## src/rtl/apb_pkg.sv

```systemverilog
package apb_pkg;
  localparam int unsigned WIDE_W   = 25;
  localparam int unsigned NARROW_W = 14;
  // bit positions left out of the narrow/wide parity sets
  localparam int unsigned GAP_A = 3;
  localparam int unsigned GAP_B = 6;

  typedef enum logic [1:0] {
    MODE_WIDE    = 2'd0,
    MODE_NARROW  = 2'd1,
    MODE_CASC_HI = 2'd2
  } mode_e;
endpackage

```

## src/rtl/apb_data_reg.sv

```systemverilog
module apb_data_reg #(
  parameter int unsigned DATA_W   = apb_pkg::WIDE_W,
  parameter int unsigned NARROW_W = apb_pkg::NARROW_W
) (
  input  logic                clk_i,
  input  logic                rst_ni,
  input  logic                narrow_i,
  input  logic [DATA_W-1:0]   d_i,
  output logic [DATA_W-1:0]   q_o,
  output logic [NARROW_W-1:0] qdup_o
);
  localparam int unsigned UPPER_W = DATA_W - NARROW_W;

  logic [NARROW_W-1:0] low_q;

  always_ff @(posedge clk_i or negedge rst_ni) begin
    if (!rst_ni) low_q <= '0;
    else         low_q <= d_i[NARROW_W-1:0];
  end

  generate
    if (UPPER_W > 0) begin : g_upper
      logic [UPPER_W-1:0] up_q;
      always_ff @(posedge clk_i or negedge rst_ni) begin
        if (!rst_ni)       up_q <= '0;
        else if (narrow_i) up_q <= '0;
        else               up_q <= d_i[DATA_W-1:NARROW_W];
      end
      assign q_o = {up_q, low_q};
    end else begin : g_no_upper
      assign q_o = low_q;
    end
  endgenerate

  // both copies come from the same register
  assign qdup_o = narrow_i ? low_q : '0;
endmodule

```

## src/rtl/apb_parity_fold.sv

```systemverilog
module apb_parity_fold #(
  parameter int unsigned DATA_W   = apb_pkg::WIDE_W,
  parameter int unsigned NARROW_W = apb_pkg::NARROW_W
) (
  input  apb_pkg::mode_e    mode_i,
  input  logic [DATA_W-1:0] d_i,
  output logic              part_o
);
  import apb_pkg::*;

  logic [DATA_W-1:0] mask_wide, mask_narrow, mask_casc, mask_sel;

  for (genvar i = 0; i < DATA_W; i++) begin : g_mask
    localparam bit IN_GAP = (i == GAP_A) || (i == GAP_B);
    assign mask_wide[i]   = (i != 0) && !IN_GAP;
    assign mask_narrow[i] = (i != 0) && !IN_GAP && (i < NARROW_W);
    assign mask_casc[i]   = (i != GAP_B) && (i < NARROW_W - 1);
  end

  always_comb begin
    unique case (mode_i)
      MODE_NARROW:  mask_sel = mask_narrow;
      MODE_CASC_HI: mask_sel = mask_casc;
      default:      mask_sel = mask_wide;
    endcase
  end

  assign part_o = ^(d_i & mask_sel);
endmodule

```

## src/rtl/apb_parity_track.sv

```systemverilog
module apb_parity_track (
  input  logic clk_i,
  input  logic rst_ni,
  input  logic casc_hi_i,
  input  logic part_i,
  input  logic par_i,
  output logic ppo_o,
  output logic qerr_no
);
  logic part_q, part_dly_q, ppo_q, err_q;
  logic late_sum;

  assign late_sum = part_dly_q ^ par_i;

  always_ff @(posedge clk_i or negedge rst_ni) begin
    if (!rst_ni) begin
      part_q     <= 1'b0;
      part_dly_q <= 1'b0;
      ppo_q      <= 1'b0;
      err_q      <= 1'b0;
    end else begin
      part_q     <= part_i;
      part_dly_q <= part_q;
      if (casc_hi_i) begin
        // parity comes from an upstream ppo, one stage later
        ppo_q <= late_sum;
        err_q <= err_q | late_sum;
      end else begin
        ppo_q <= part_q ^ par_i;
        err_q <= err_q | ppo_q;
      end
    end
  end

  assign ppo_o   = ppo_q;
  assign qerr_no = ~err_q;
endmodule

```

## src/rtl/addr_parity_buffer.sv

```systemverilog
module addr_parity_buffer #(
  parameter int unsigned DATA_W   = apb_pkg::WIDE_W,
  parameter int unsigned NARROW_W = apb_pkg::NARROW_W
) (
  input  logic                clk_i,
  input  logic                rst_ni,
  input  logic                cfg_c0_i,
  input  logic                cfg_c1_i,
  input  logic [DATA_W-1:0]   d_i,
  input  logic                par_i,
  output logic [DATA_W-1:0]   q_o,
  output logic [NARROW_W-1:0] qdup_o,
  output logic                ppo_o,
  output logic                qerr_no
);
  import apb_pkg::*;

  mode_e mode;
  logic  casc_hi, part;

  assign casc_hi = cfg_c0_i & cfg_c1_i;
  assign mode    = !cfg_c1_i ? MODE_WIDE : (cfg_c0_i ? MODE_CASC_HI : MODE_NARROW);

  apb_data_reg #(.DATA_W(DATA_W), .NARROW_W(NARROW_W)) i_data_reg (
    .clk_i    (clk_i),
    .rst_ni   (rst_ni),
    .narrow_i (cfg_c1_i),
    .d_i      (d_i),
    .q_o      (q_o),
    .qdup_o   (qdup_o)
  );

  apb_parity_fold #(.DATA_W(DATA_W), .NARROW_W(NARROW_W)) i_fold (
    .mode_i (mode),
    .d_i    (d_i),
    .part_o (part)
  );

  apb_parity_track i_track (
    .clk_i     (clk_i),
    .rst_ni    (rst_ni),
    .casc_hi_i (casc_hi),
    .part_i    (part),
    .par_i     (par_i),
    .ppo_o     (ppo_o),
    .qerr_no   (qerr_no)
  );
endmodule

```

## config.mk

```make
export PLATFORM = sky130hd
export DESIGN_NAME = addr_parity_buffer
export DESIGN_NICKNAME = d
export VERILOG_FILES = /design/src/rtl/apb_pkg.sv /design/src/rtl/apb_data_reg.sv /design/src/rtl/apb_parity_fold.sv /design/src/rtl/apb_parity_track.sv /design/src/rtl/addr_parity_buffer.sv
export SDC_FILE = /design/constraint.sdc
export NUM_CORES = 1
export LEC_CHECK = 0
export ABC_CLOCK_PERIOD_IN_PS = 1300
export BUFFER_PORTS_ARGS = -buffer_cell sky130_fd_sc_hd__buf_2
export CAP_MARGIN = 20
export CORE_ASPECT_RATIO = 0.7
export CORE_MARGIN = 2
export CORE_UTILIZATION = 45
export DETAILED_ROUTE_END_ITERATION = 16
export PLACE_DENSITY = 0.83
export SLEW_MARGIN = 20
export SYNTH_ARGS = -nofsm -noshare
export SYNTH_HDL_FRONTEND = slang
export SYNTH_SLANG_ARGS = --single-unit
export TNS_END_PERCENT = 5
```

## constraint.sdc

```tcl
create_clock -name clk_i -period 1.3 [get_ports clk_i]
set_clock_uncertainty 0.1 [all_clocks]
set_input_delay 0.13 -clock clk_i [delete_from_list [all_inputs] [get_ports clk_i]]
set_output_delay 0.13 -clock clk_i [all_outputs]
set_load 0.1 [all_outputs]
```

# Word level (Yosys, flattened, before mapping)
# Index checks and enable logic that the tools add are counted.
# totals
word_cells,23
input_bits,30
output_inout_bits,41
regBits,29
# op_classes
reduce_logical,1
eq_ne,2
n_mux,7
bitwise_logic,7
# ops
operator,count
25-bit case mux with 2 select lines,1
25-bit bitwise AND,1
25-bit parity,1
14-bit 2-to-1 mux,1
11-bit 2-to-1 mux,1
2-bit 2-to-1 mux,2
"2-bit by 1-bit equality test with 1-bit output, second input constant",1
"2-bit equality test, second input constant",1
1-bit 2-to-1 mux,2
1-bit OR,2
1-bit XOR,2
1-bit bitwise AND,1
1-bit NOT,1

# Logic depth before layout (Yosys ltp)
# Gate-level depths: netlist (run 1).
# logic_depth
depth_word,6
depth_mapped,6
mapped_depth_nobuf,5

# Hierarchy
# A second synthesis (run 1) with hierarchy kept.
# unflattened
cells_unflattened,92
hier_area_um2,1217.4
# modules_own_cells
module,cells_per_inst,instances,area_each_um2,seq_area_each_um2
apb_data_reg,52,1,800.8,625.6
apb_parity_fold,28,1,257.7,0.0
apb_parity_track,10,1,142.6,100.1
addr_parity_buffer,2,1,16.3,0.0

# Worst setup path before layout (run 1)
# Ideal clock, no wire load.
# synth_timing
path_kind,register -> output
start,register i_data_reg.low_q[10]
end,output port qdup_o[10]
stages_incl_launch_ff,2
slack_ns,-0.696
arrival_time_ns,1.766
t_required_ns,1.070
path_buffers,0
cell_sequence,dfrtp_1 -> and2_1
# synth_between
elab_chain_len,1
# synth_rtl
item,line,rtl
from (decl),apb_data_reg.sv:14,logic [NARROW_W-1:0] low_q;
from (signal assigned),apb_data_reg.sv:18,else low_q <= d_i[NARROW_W-1:0];
14-bit 2-to-1 mux,apb_data_reg.sv:36,assign qdup_o = narrow_i ? low_q : '0;
to (decl),addr_parity_buffer.sv:12,"output logic [NARROW_W-1:0] qdup_o,"
# No other way between the ends.

# Final worst setup path (run 1)
# layout_timing
start,input port d_i[5]
end,register i_track.part_q
# layout_between
elab_chain_len,2
# layout_rtl
item,line,rtl
from (decl),addr_parity_buffer.sv:9,"input logic [DATA_W-1:0] d_i,"
25-bit bitwise AND,apb_parity_fold.sv:28,assign part_o = ^(d_i & mask_sel);
25-bit parity,apb_parity_fold.sv:28,
via i_fold.part_o,apb_parity_fold.sv:7,output logic part_o
to (signal assigned),apb_parity_track.sv:22,part_q <= part_i;
to (decl),apb_parity_track.sv:10,"logic part_q, part_dly_q, ppo_q, err_q;"
# The timed path passes the listed nets, and every way through them passes these cells.

==> impl_metrics.toml, run 1 <==
[yosys]
yosys.cell_types.count = 17
synthXorXnorAreaFrac = 0.199
synth_top_family_by_area = "XOR/XNOR gates"
synth_fa_ha_area_frac = 0
yosysWarnings = 0
synth-compound-area-share = 0.0137
ys_ff_latch = 29
syn_inst = 88
synth_top_area_share = 0.611
yosys.area_share.simple = 0.152
synth_top_cell_by_area = "dfrtp_1"
muxShareOfSynthArea = 0.00843
synth_area_leaders = "dfrtp_1, xnor2_1, and2_1"
synthesis.nets = 118
syn_area_mm2 = 0.00119
avgSynthCellArea_um2 = 13.5
ys_seq_area_frac = 0.611

[cells_and_area]
drive_above_1_share = 0.604
nNetsFinal = 216
nFillCells = 36
syn_to_final_growth_pct = 102
design_area_mm2 = 0.00240
layout_common_cells = "buf_2, buf_12, dlygate4sd3_1"
num_antenna_cells = 0
layout_commonest_cell = "buf_2"

[hold_path]
hold_path.class = "in2reg"

[sta]
fin_ws_ns = -0.0778
min_period_ns = 1.38
maxSlewViolCount = 0
finalHoldViolations = 0
setup_tns_ns = -0.182
finalSetupViolations = 5
slew_headroom = 0.577
period_share = 1.06
worstMarginPinSlew_ns = 0.635
grt_setup_unrepaired = "true"
fmax_mhz = 726

[pwr]
power.density_mw_per_mm2 = 1350
power.total_uw = 3230
peakVddDrop_uv = 1130
p_leak_uw = 0.00111

[global_routing]
grt_pass1_vias = 1223
grtUsageTotal = 0.366
grt_max_degree = 30
grt_first_pass_wirelength_um = 7430
antenna_found_initial = 0
grt_overflow = 0

[detailed_routing]
first_pass_iters = 4
wl_per_cell_um = 25.6
finalWirelength_um = 5660
drtAntennaViolNets = 0
routed_via_density = 5.35
initialDrtViolationCount = 52
post-route-drc-count = 0
num_vias = 1183

[setup_path]
cp_common_cell = "xnor2_1"
critPathSlowestCell = "xnor2_1"
start_kind = "primary input"
crit_fanout = 2
critPathKind = "in2reg"
cp.required_ns = 1.40
worstSetupEndpointType = "register"
arrival_ns = 1.48
slowest_delay_ns = 0.30
path_cells = "buf_2 > xnor2_1 > xnor2_1 > xnor2_1 > xnor3_1 > xnor2_1"

[clock_tree]
clk_latency_ns = 0.29
cts.sinks = 29
clk_path_buf_depth = 2
ctsRootBufferMaster = "clkbuf_8"
cts.clk_slew.worst_paths_ns = 0.07
cts_tree = "done"
cts-buffers-inserted = 5
htree_levels = 2

[job]
cap_violations = 0

[place]
place_ws_ns = -0.171
dp_hpwl_um = 2650
place_congestion = 0.638
place_area_mm2 = 0.00210
io_buffers = 70

[floorplan]
die_x_um = 65.4
core.rowCount = 15
dieArea_mm2 = 0.00307
pin_count = 71
coreArea_mm2 = 0.00248
die-height_um = 47.0
start_util = 0.479

[status]
status = "finished with violations"
violations = "negative setup slack"
==> what timing repair did <==
action / in CTS / in global routing
pin swaps: 0 / 0
hold endpoints to repair: 47 / 0
resized for setup: 1 / 5
setup buffers: 0 / 1
endpoints found under the setup margin: 2 / 17
hold buffers: 19 / 0
==> area by class of cell <==
type,instances,area (µm²),area share
sequential,29,746,0.311
timing repair buffer,94,1040,0.435
inverter,1,7.51,0.00313
multi-input combinational,55,478,0.199
tap,34,42.5,0.0177
clock buffer,8,80.1,0.0334
==> critical path, delay by kind of cell <==
kind / cells / cell delay (ns)
buffers and inverters: 1 / 0.13
XOR/XNOR: 5 / 1.23
==> through the flow <==
step                instances  hold slack [ns]   util
floorplan                  88           -0.266      -
global placement          193           0.0676  0.849
detailed placement        193           0.0855  0.849
CTS                       220          0.00103  0.960
global route              221           0.0195  0.968
finish                    221           0.0183  0.968
==> layer usage <==
layer  GRT usage  vias up  wire [µm]
li1            -      462          -
met1       0.392      593       1930
met2       0.661       98       2860
met3       0.161       30        626
met4       0.146        0        246
met5           0        -          0
==> cell usage after synthesis <==
cell type / count
inv_1: 1
nor2b_2: 2
nand2_1: 2
clkbuf_1: 2
xnor2_2: 1
nand3b_1: 1
o211ai_1: 1
nor2_1: 1
nor2b_1: 9
and2_1: 14
xor2_1: 3
o21ai_2: 1
dfrtp_1: 29
buf_4: 1
xnor3_1: 2
mux2i_1: 1
xnor2_1: 17
==> flip-flops by register name, indices dropped and copies added, names as in the netlist <==
name                     flops
i_track.err_q                1
i_track.part_dly_q           1
i_data_reg.low_q            14
i_track.ppo_o                1
i_data_reg.g_upper.up_q     11
i_track.part_q               1
==> report_power, final <==
| part | switching [µW] | internal (µW) |
|---|---|---|
| Clock | 374 | 380 |
| Combinational | 876 | 525 |
| Sequential | 79.0 | 997 |
| Total | 1330 | 1900 |
==> cell families after synthesis <==
kind of cell	after synthesis
simple gates	29
flops	29
compound gates	2
xor+xnor	23
buf+inv	4
mux	1
==> final timing paths <==
path / start / end / slack (ns) / depth (start not counted)
max in group asynchronous: rst_ni / i_data_reg.low_q[10] / 0.31 / 2
hold reg to reg: i_track.part_q / i_track.part_dly_q / 0.32 / 0
setup / recovery: d_i[5] / i_track.part_q / -0.08 / 6
hold / removal: d_i[20] / i_data_reg.g_upper.up_q[6] / 0.02 / 2
min in group asynchronous: rst_ni / i_data_reg.low_q[12] / 0.32 / 2
setup reg to reg: i_track.part_q / i_track.ppo_o / 0.34 / 2
(Power assumes the default switching activity.)
==> run 2: changes to the inputs <==
--- a/config.mk
+++ b/config.mk
@@ -10,9 +10,10 @@
 export CAP_MARGIN = 20
 export CORE_ASPECT_RATIO = 0.7
 export CORE_MARGIN = 2
-export CORE_UTILIZATION = 45
+export CORE_UTILIZATION = 47
+export CTS_BUF_LIST = sky130_fd_sc_hd__clkbuf_2 sky130_fd_sc_hd__clkbuf_4 sky130_fd_sc_hd__clkbuf_8
 export DETAILED_ROUTE_END_ITERATION = 16
-export PLACE_DENSITY = 0.83
+export PLACE_DENSITY = 0.86
 export SLEW_MARGIN = 20
 export SYNTH_ARGS = -nofsm -noshare
 export SYNTH_HDL_FRONTEND = slang
==> run 2 against run 1 <==
  * The flow now stops in clock tree synthesis (4_1_cts)
  * Synthesized area unchanged
  * Synthesized cell count is the same
==> impl_metrics.toml, run 2 <==
[yosys]
ys_ff_latch = 29
yosys.cell_types.count = 17
synth_top_area_share = 0.611
synth_most_common_cell = "dfrtp_1"
yosysWarnings = 0
synth-edff-count = 0
syn_area_mm2 = 0.00119
synthesis.nets = 118
synthArstFlopShare = 1.00
netlist_top_cells_count = "dfrtp_1, xnor2_1, and2_1, nor2b_1, xor2_1"
avgSynthCellArea_um2 = 13.5
ys_seq_area_frac = 0.611
synth_top_cell_by_area = "dfrtp_1"
synth_ff_type = "dfrtp_1"
syn_inst = 88
synth_area_leaders = "dfrtp_1, xnor2_1, and2_1"

[clock_tree]
cts-buffers-inserted = 5
clk_path_buf_depth = 2
cts_hold_buf = 27
cts.sinks = 29
htree_levels = 2
post_cts_buffers = 1
ctsRootBufferMaster = "clkbuf_4"
post_cts_resized = 10

[floorplan]
die_x_um = 64.1
core.rowCount = 15
die-height_um = 46.1
start_util = 0.490
pin_count = 71

[status]
status = "aborted with a tool error"
stop_error = "[ERROR DPL-0038] Utilization greater than 100%, impossible to legalize"
haltStage = "clock tree synthesis (4_1_cts)"

[place]
place_congestion = 0.658
io_buffers = 70
dp_hpwl_um = 2940
place_inst = 193
place_ws_ns = -0.199
run 2: cell counts after synthesis:
No cell type changed its count.
run 2: cells by family after synthesis:
kind of cell | Yosys count | share of synthesized area
XOR/XNOR | 23 | 0.199
buffers and inverters | 4 | 0.0158
AND/OR/NAND/NOR | 29 | 0.152
flip-flops | 29 | 0.611
AO/OA/AOI/OAI | 2 | 0.0137
multiplexers | 1 | 0.00843
run 2: per-stage QoR:
step           hold WS (ns)  area (µm²)
3_5_place_dp         0.0805        2120
3_3_place_gp         0.0647        2120
2_1_floorplan        -0.266        1250
==> run 3: changes to the inputs <==
--- a/config.mk
+++ b/config.mk
@@ -8,12 +8,10 @@
 export ABC_CLOCK_PERIOD_IN_PS = 1300
 export BUFFER_PORTS_ARGS = -buffer_cell sky130_fd_sc_hd__buf_2
 export CAP_MARGIN = 20
-export CORE_ASPECT_RATIO = 0.7
-export CORE_MARGIN = 2
-export CORE_UTILIZATION = 47
-export CTS_BUF_LIST = sky130_fd_sc_hd__clkbuf_2 sky130_fd_sc_hd__clkbuf_4 sky130_fd_sc_hd__clkbuf_8
+export CORE_AREA = 2 2 63 65
 export DETAILED_ROUTE_END_ITERATION = 16
-export PLACE_DENSITY = 0.86
+export DIE_AREA = 0 0 65 67
+export PLACE_DENSITY_LB_ADDON = 0.15
 export SLEW_MARGIN = 20
 export SYNTH_ARGS = -nofsm -noshare
 export SYNTH_HDL_FRONTEND = slang
==> run 3 against run 2 <==
  * The flow now finishes, with violations (negative setup slack)
==> impl_metrics.toml, run 3 (synthesis results as in run 1) <==
[sta]
grt_setup_unrepaired = "true"
maxSlewViolCount = 0
setup_tns_ns = -0.00231
worstMarginPinSlew_ns = 0.496
min_period_ns = 1.30
slew_headroom = 0.672
period_share = 1.00
fmax_mhz = 768
finalHoldViolations = 0
finalSetupViolations = 1
fin_ws_ns = -0.00231

[detailed_routing]
num_vias = 1005
post-route-drc-count = 0
wl_per_cell_um = 13.4
drtAntennaViolNets = 0
first_pass_iters = 3
routed_via_density = 4.19
finalWirelength_um = 3210
initialDrtViolationCount = 5

[cells_and_area]
layout_commonest_cell = "buf_2"
nNetsFinal = 221
layout_common_cells = "buf_2, buf_12, dlygate4sd3_1"
largest_register = "i_data_reg.low_q"
largestRegisters = "i_data_reg.low_q x14, i_data_reg.g_upper.up_q x11"
layout.cells.non_filler = 240
syn_to_final_growth_pct = 110
drive_above_1_share = 0.615
num_antenna_cells = 0
design_area_mm2 = 0.00250
utilization = 0.693
largest_reg_flops = 14

[setup_path]
start_kind = "register"
startpoint = "i_data_reg.low_q[10]"
worstReg2RegStart = "i_track.part_q"
critPathKind = "reg2out"
cp.required_ns = 1.07
arrival_ns = 1.07
crit_fanout = 2
worstSetupEndpointType = "output port"

[job]
cap_violations = 0

[floorplan]
core.rowCount = 22
coreArea_mm2 = 0.00361
dieArea_mm2 = 0.00436
pin_count = 71
die_x_um = 65
die-height_um = 67
start_util = 0.329

[pwr]
p_clk_frac = 0.316
peakVddDrop_uv = 865
power.total_uw = 3510
internal_power_uw = 2290
power.density_mw_per_mm2 = 1400
p_leak_uw = 0.00116
p_seq_frac = 0.305
power_switching_share = 0.348
p_switching_uw = 1220
pwr-share-comb = 0.379

[global_routing]
top_usage_layer = "met2"
antenna_found_initial = 0
grt_first_pass_wirelength_um = 4910
grt_overflow = 0
met3_usage = 0.0574
grtUsageTotal = 0.159
grt_pass1_vias = 1060
grtUsageMet2 = 0.295
grt_max_degree = 16
met1_usage = 0.155

[clock_tree]
clk_path_buf_depth = 2
cts.clk_slew.worst_paths_ns = 0.06
post_cts_buffers = 0
ctsRootBufferMaster = "clkbuf_8"
cts_tree = "done"
clk_latency_ns = 0.28
cts.sinks = 29
cts-buffers-inserted = 5
htree_levels = 2

[hold_path]
hp-start = "cfg_c1_i"
hold_path.class = "in2reg"

[place]
dp_hpwl_um = 2380
place_congestion = 0.720
place_inst = 210
place_area_mm2 = 0.00214
io_buffers = 70

[status]
status = "finished with violations"
violations = "negative setup slack"
==> run 3: path summary, 6_finish.rpt <==
kind                                               end  slack [ns]  cells after the start
setup reg to reg                         i_track.ppo_o        0.39                      2
setup / recovery                            qdup_o[10]      -0.002                      2
hold reg to reg                     i_track.part_dly_q        0.34                      0
max in group asynchronous         i_data_reg.low_q[10]        0.50                      3
hold / removal             i_data_reg.g_upper.up_q[10]       0.004                      2
min in group asynchronous   i_data_reg.g_upper.up_q[7]        0.14                      2
==> run 3: area by class of cell <==
type / count / area [µm²]
fillers: 253 / 1110
repair buffers: 99 / 1070
flip-flops and latches: 29 / 746
multi-input cells: 55 / 478
clock buffers: 5 / 68.8
clock inverters: 3 / 65.1
well taps: 48 / 60.1
inverters: 1 / 7.51
==> run 3: metrics by stage <==
step	hold WS [ns]	setup WS, ns
floorplan	-0.266	-0.00645
CTS	0.00384	-0.0137
detailed placement	-0.0981	-0.137
global route	0.0152	-0.0225
global placement	-0.103	-0.109
finish	0.00366	-0.00231
==> run 3: power groups by stage <==
| stage | logic [µW] | clock network [µW] | registers [µW] |
|---|---|---|---|
| finish | 1330 | 1110 | 1070 |
| CTS | 1340 | 1130 | 1070 |
| global route | 1380 | 1170 | 1080 |
| global placement | 1270 | 0 | 1080 |
| floorplan | 457 | 0 | 1460 |
| detailed placement | 1290 | 0 | 1090 |
==> run 3: critical path: stages (launching register included) <==
cell and delay, ns:
dfrtp_4 0.49, and2_4 0.15, buf_12 0.16
==> run 3: timing repair <==
| item | 4_1_cts | 5_1_grt |
|---|---|---|
| gates resized for setup | 0 | 0 |
| hold buffers | 22 | 0 |
| pin swaps | 0 | 1 |
| setup endpoints to repair | 1 | 3 |
| endpoints found under the hold margin | 50 | 0 |
==> run 3: layer usage <==
metal	wire [µm]	vias up
li1	-	472
met2	1820	41
met5	0	-
met1	1100	488
met3	226	4
met4	65	0
==> run 4: changes to the inputs <==
--- a/config.mk
+++ b/config.mk
@@ -15,5 +15,6 @@
 export SLEW_MARGIN = 20
 export SYNTH_ARGS = -nofsm -noshare
 export SYNTH_HDL_FRONTEND = slang
+export SYNTH_HIERARCHICAL = 1
 export SYNTH_SLANG_ARGS = --single-unit
 export TNS_END_PERCENT = 5
==> run 4 against run 3 <==
  * The flow now finishes without violations
  * Die area unchanged
  * Sequential share of layout area increased by 0.38 points
  * Critical path depth increased by 6
  * Combinational power about the same
  * Utilization decreased by 1.1 points
  * Design area decreased by 1.6%
  * Routed wire length decreased by 5.6%
  * Fmax increased by 2.4%
  * Highest routed layer unchanged
==> impl_metrics.toml, run 4 <==
[cells_and_area]
nNetsFinal = 218
layout.cells.non_filler = 235
utilization = 0.682
num_antenna_cells = 0
multi_input_area_um2 = 568
layout_commonest_cell = "buf_2"
largest_register = "i_data_reg/low_q"
largestRegisters = "i_data_reg/low_q x14, i_data_reg/g_upper.up_q x11"
largest_reg_flops = 14
nFillCells = 255
ff_latch_area_um2 = 743
design_area_mm2 = 0.00246
syn_to_final_growth_pct = 102
drive_above_1_share = 0.626
layout_common_cells = "buf_2, buf_12, dlygate4sd3_1"

[setup_path]
crit_fanout = 2
crit_family = "XOR/XNOR gates"
start_kind = "primary input"
worstSetupEndpointType = "register"
rrSetupSlack_ns = 0.43
rr_worst_depth = 2
critPathSlowestCell = "xnor3_1"
reg2reg_to = "i_track/ppo_o"
critPathKind = "in2reg"
worstReg2RegStart = "i_track/part_q"
path_cells = "buf_6 > and2b_2 > inv_2 > ha_4 > nor2b_4 > xnor2_2 > xnor3_1 > xnor2_1"
cp.buffers_inverters = 2
slowest_delay_ns = 0.33
arrival_ns = 1.34
cp.required_ns = 1.37

[yosys]
muxShareOfSynthArea = 0.00822
syn_area_mm2 = 0.00122
synth-compound-area-share = 0.00514
yosys.area_share.simple = 0.163
synth_top_area_share = 0.596
syn_inst = 92
synth_fa_ha_area_frac = 0.0206
synthesis.nets = 124
synth_top_cell_by_area = "dfrtp_1"
ys_ff_latch = 29
synthXorXnorAreaFrac = 0.188
avgSynthCellArea_um2 = 13.2
synth-edff-count = 0
synthArstFlopShare = 1.00
yosysWarnings = 6
synth_most_common_cell = "dfrtp_1"
synth_area_leaders = "dfrtp_1, xnor2_1, and2_1"
yosys.cell_types.count = 16
ys_seq_area_frac = 0.596
synth_ff_type = "dfrtp_1"
netlist_top_cells_count = "dfrtp_1, xnor2_1, and2_1, nor2b_1, xor2_1"
synth_top_family_by_area = "XOR/XNOR gates"

[sta]
worstMarginPinSlew_ns = 0.643
period_share = 0.978
finalSetupViolations = 0
grt_setup_unrepaired = "true"
fmax_mhz = 786
slew_headroom = 0.571
setup_tns_ns = 0
finalHoldViolations = 0
min_period_ns = 1.27
maxSlewViolCount = 0

[detailed_routing]
first_pass_iters = 2
drtAntennaViolNets = 0
routed_via_density = 4.23
finalWirelength_um = 3030
wl_per_cell_um = 12.9
post-route-drc-count = 0
num_vias = 993
initialDrtViolationCount = 17

[clock_tree]
clk_latency_ns = 0.28
cts.sinks = 29
htree_levels = 2
clk_path_buf_depth = 2
cts_tree = "done"
cts.clk_slew.worst_paths_ns = 0.06
cts-buffers-inserted = 5
ctsRootBufferMaster = "clkbuf_8"

[global_routing]
antenna_found_initial = 0
grt_overflow = 0
grt_max_degree = 30
grt_first_pass_wirelength_um = 4900
grtUsageTotal = 0.152
grt_pass1_vias = 1052

[status]
status = "finished clean"

[floorplan]
start_util = 0.338
dieArea_mm2 = 0.00436
die-height_um = 67
die_x_um = 65
core.rowCount = 22
coreArea_mm2 = 0.00361
pin_count = 71

[pwr]
power.total_uw = 3150
p_leak_uw = 0.00116
peakVddDrop_uv = 680
power.density_mw_per_mm2 = 1280

[job]
cap_violations = 0

[place]
place_congestion = 0.704
io_buffers = 70
dp_hpwl_um = 2230
place_area_mm2 = 0.00212
place_inst = 211

[hold_path]
holdPathEnd = "i_data_reg/g_upper.up_q[0]"
hold_path.class = "in2reg"
whs_path_depth = 2
hp-start = "d_i[14]"
-- run 4: stage by stage --
stage               worst slack (ns)  hold WS, ns
floorplan                     -0.165       -0.266
global placement              -0.286       0.0725
detailed placement            -0.343        0.100
CTS                          -0.0324     0.000862
global route                 -0.0231      0.00224
finish                        0.0284      0.00217
-- run 4: worst reg2reg max path, stage by stage, from the launching register on --
cell and delay, ns:
dfrtp_1 0.39, mux2i_1 0.16, xnor2_1 0.13
-- run 4: kinds of logic (layout without fill, tap and decap cells) --
kind of cell / count (synthesis) / after routing
AND/OR/NAND/NOR: 32 / 32
flip-flops: 29 / 29
XOR/XNOR: 23 / 23
buffers and inverters: 4 / 99
adder cells (fa/ha/maj): 2 / 2
AO/OA/AOI/OAI: 1 / 1
multiplexers: 1 / 1
-- run 4: worst max-delay path by stage --
stage,from,endpoint,depth (start not counted)
2_1_floorplan,cfg_c0_i,i_track/part_q,7
3_3_place_gp,cfg_c0_i,i_track/part_q,8
3_5_place_dp,cfg_c0_i,i_track/part_q,8
4_1_cts,cfg_c0_i,i_track/part_q,8
5_1_grt,cfg_c0_i,i_track/part_q,8
6_report,cfg_c0_i,i_track/part_q,8
-- run 4: timing repair --
action                                 4_1_cts  5_1_grt
endpoints found under the hold margin       44        0
hold buffers                                16        0
gates resized for setup                     20        5
setup buffers                                1        0
pin swaps                                    4        4
setup endpoints to repair                   14        2
-- run 4: metal layers --
| layer | wire, µm | track usage | up-vias |
|---|---|---|---|
| met5 | 0 | 0 | - |
| met4 | 25 | 0.0559 | 0 |
| met3 | 278 | 0.0557 | 4 |
| met2 | 1550 | 0.262 | 48 |
| met1 | 1180 | 0.173 | 473 |
| li1 | - | - | 468 |
-- run 4: power breakdown --
group / internal, µW / leakage (µW) / switching [µW]
clock network: 431 / 0.0000455 / 317
registers: 997 / 0.000335 / 65.0
logic: 532 / 0.000779 / 805
total: 1960 / 0.00116 / 1190
-- run 4: area by class of cell --
type | count | area share
flip-flops and latches | 29 | 0.302
repair buffers | 89 | 0.403
inverters | 2 | 0.00305
multi-input cells | 59 | 0.231
well taps | 48 | 0.0244
clock buffers | 8 | 0.0366
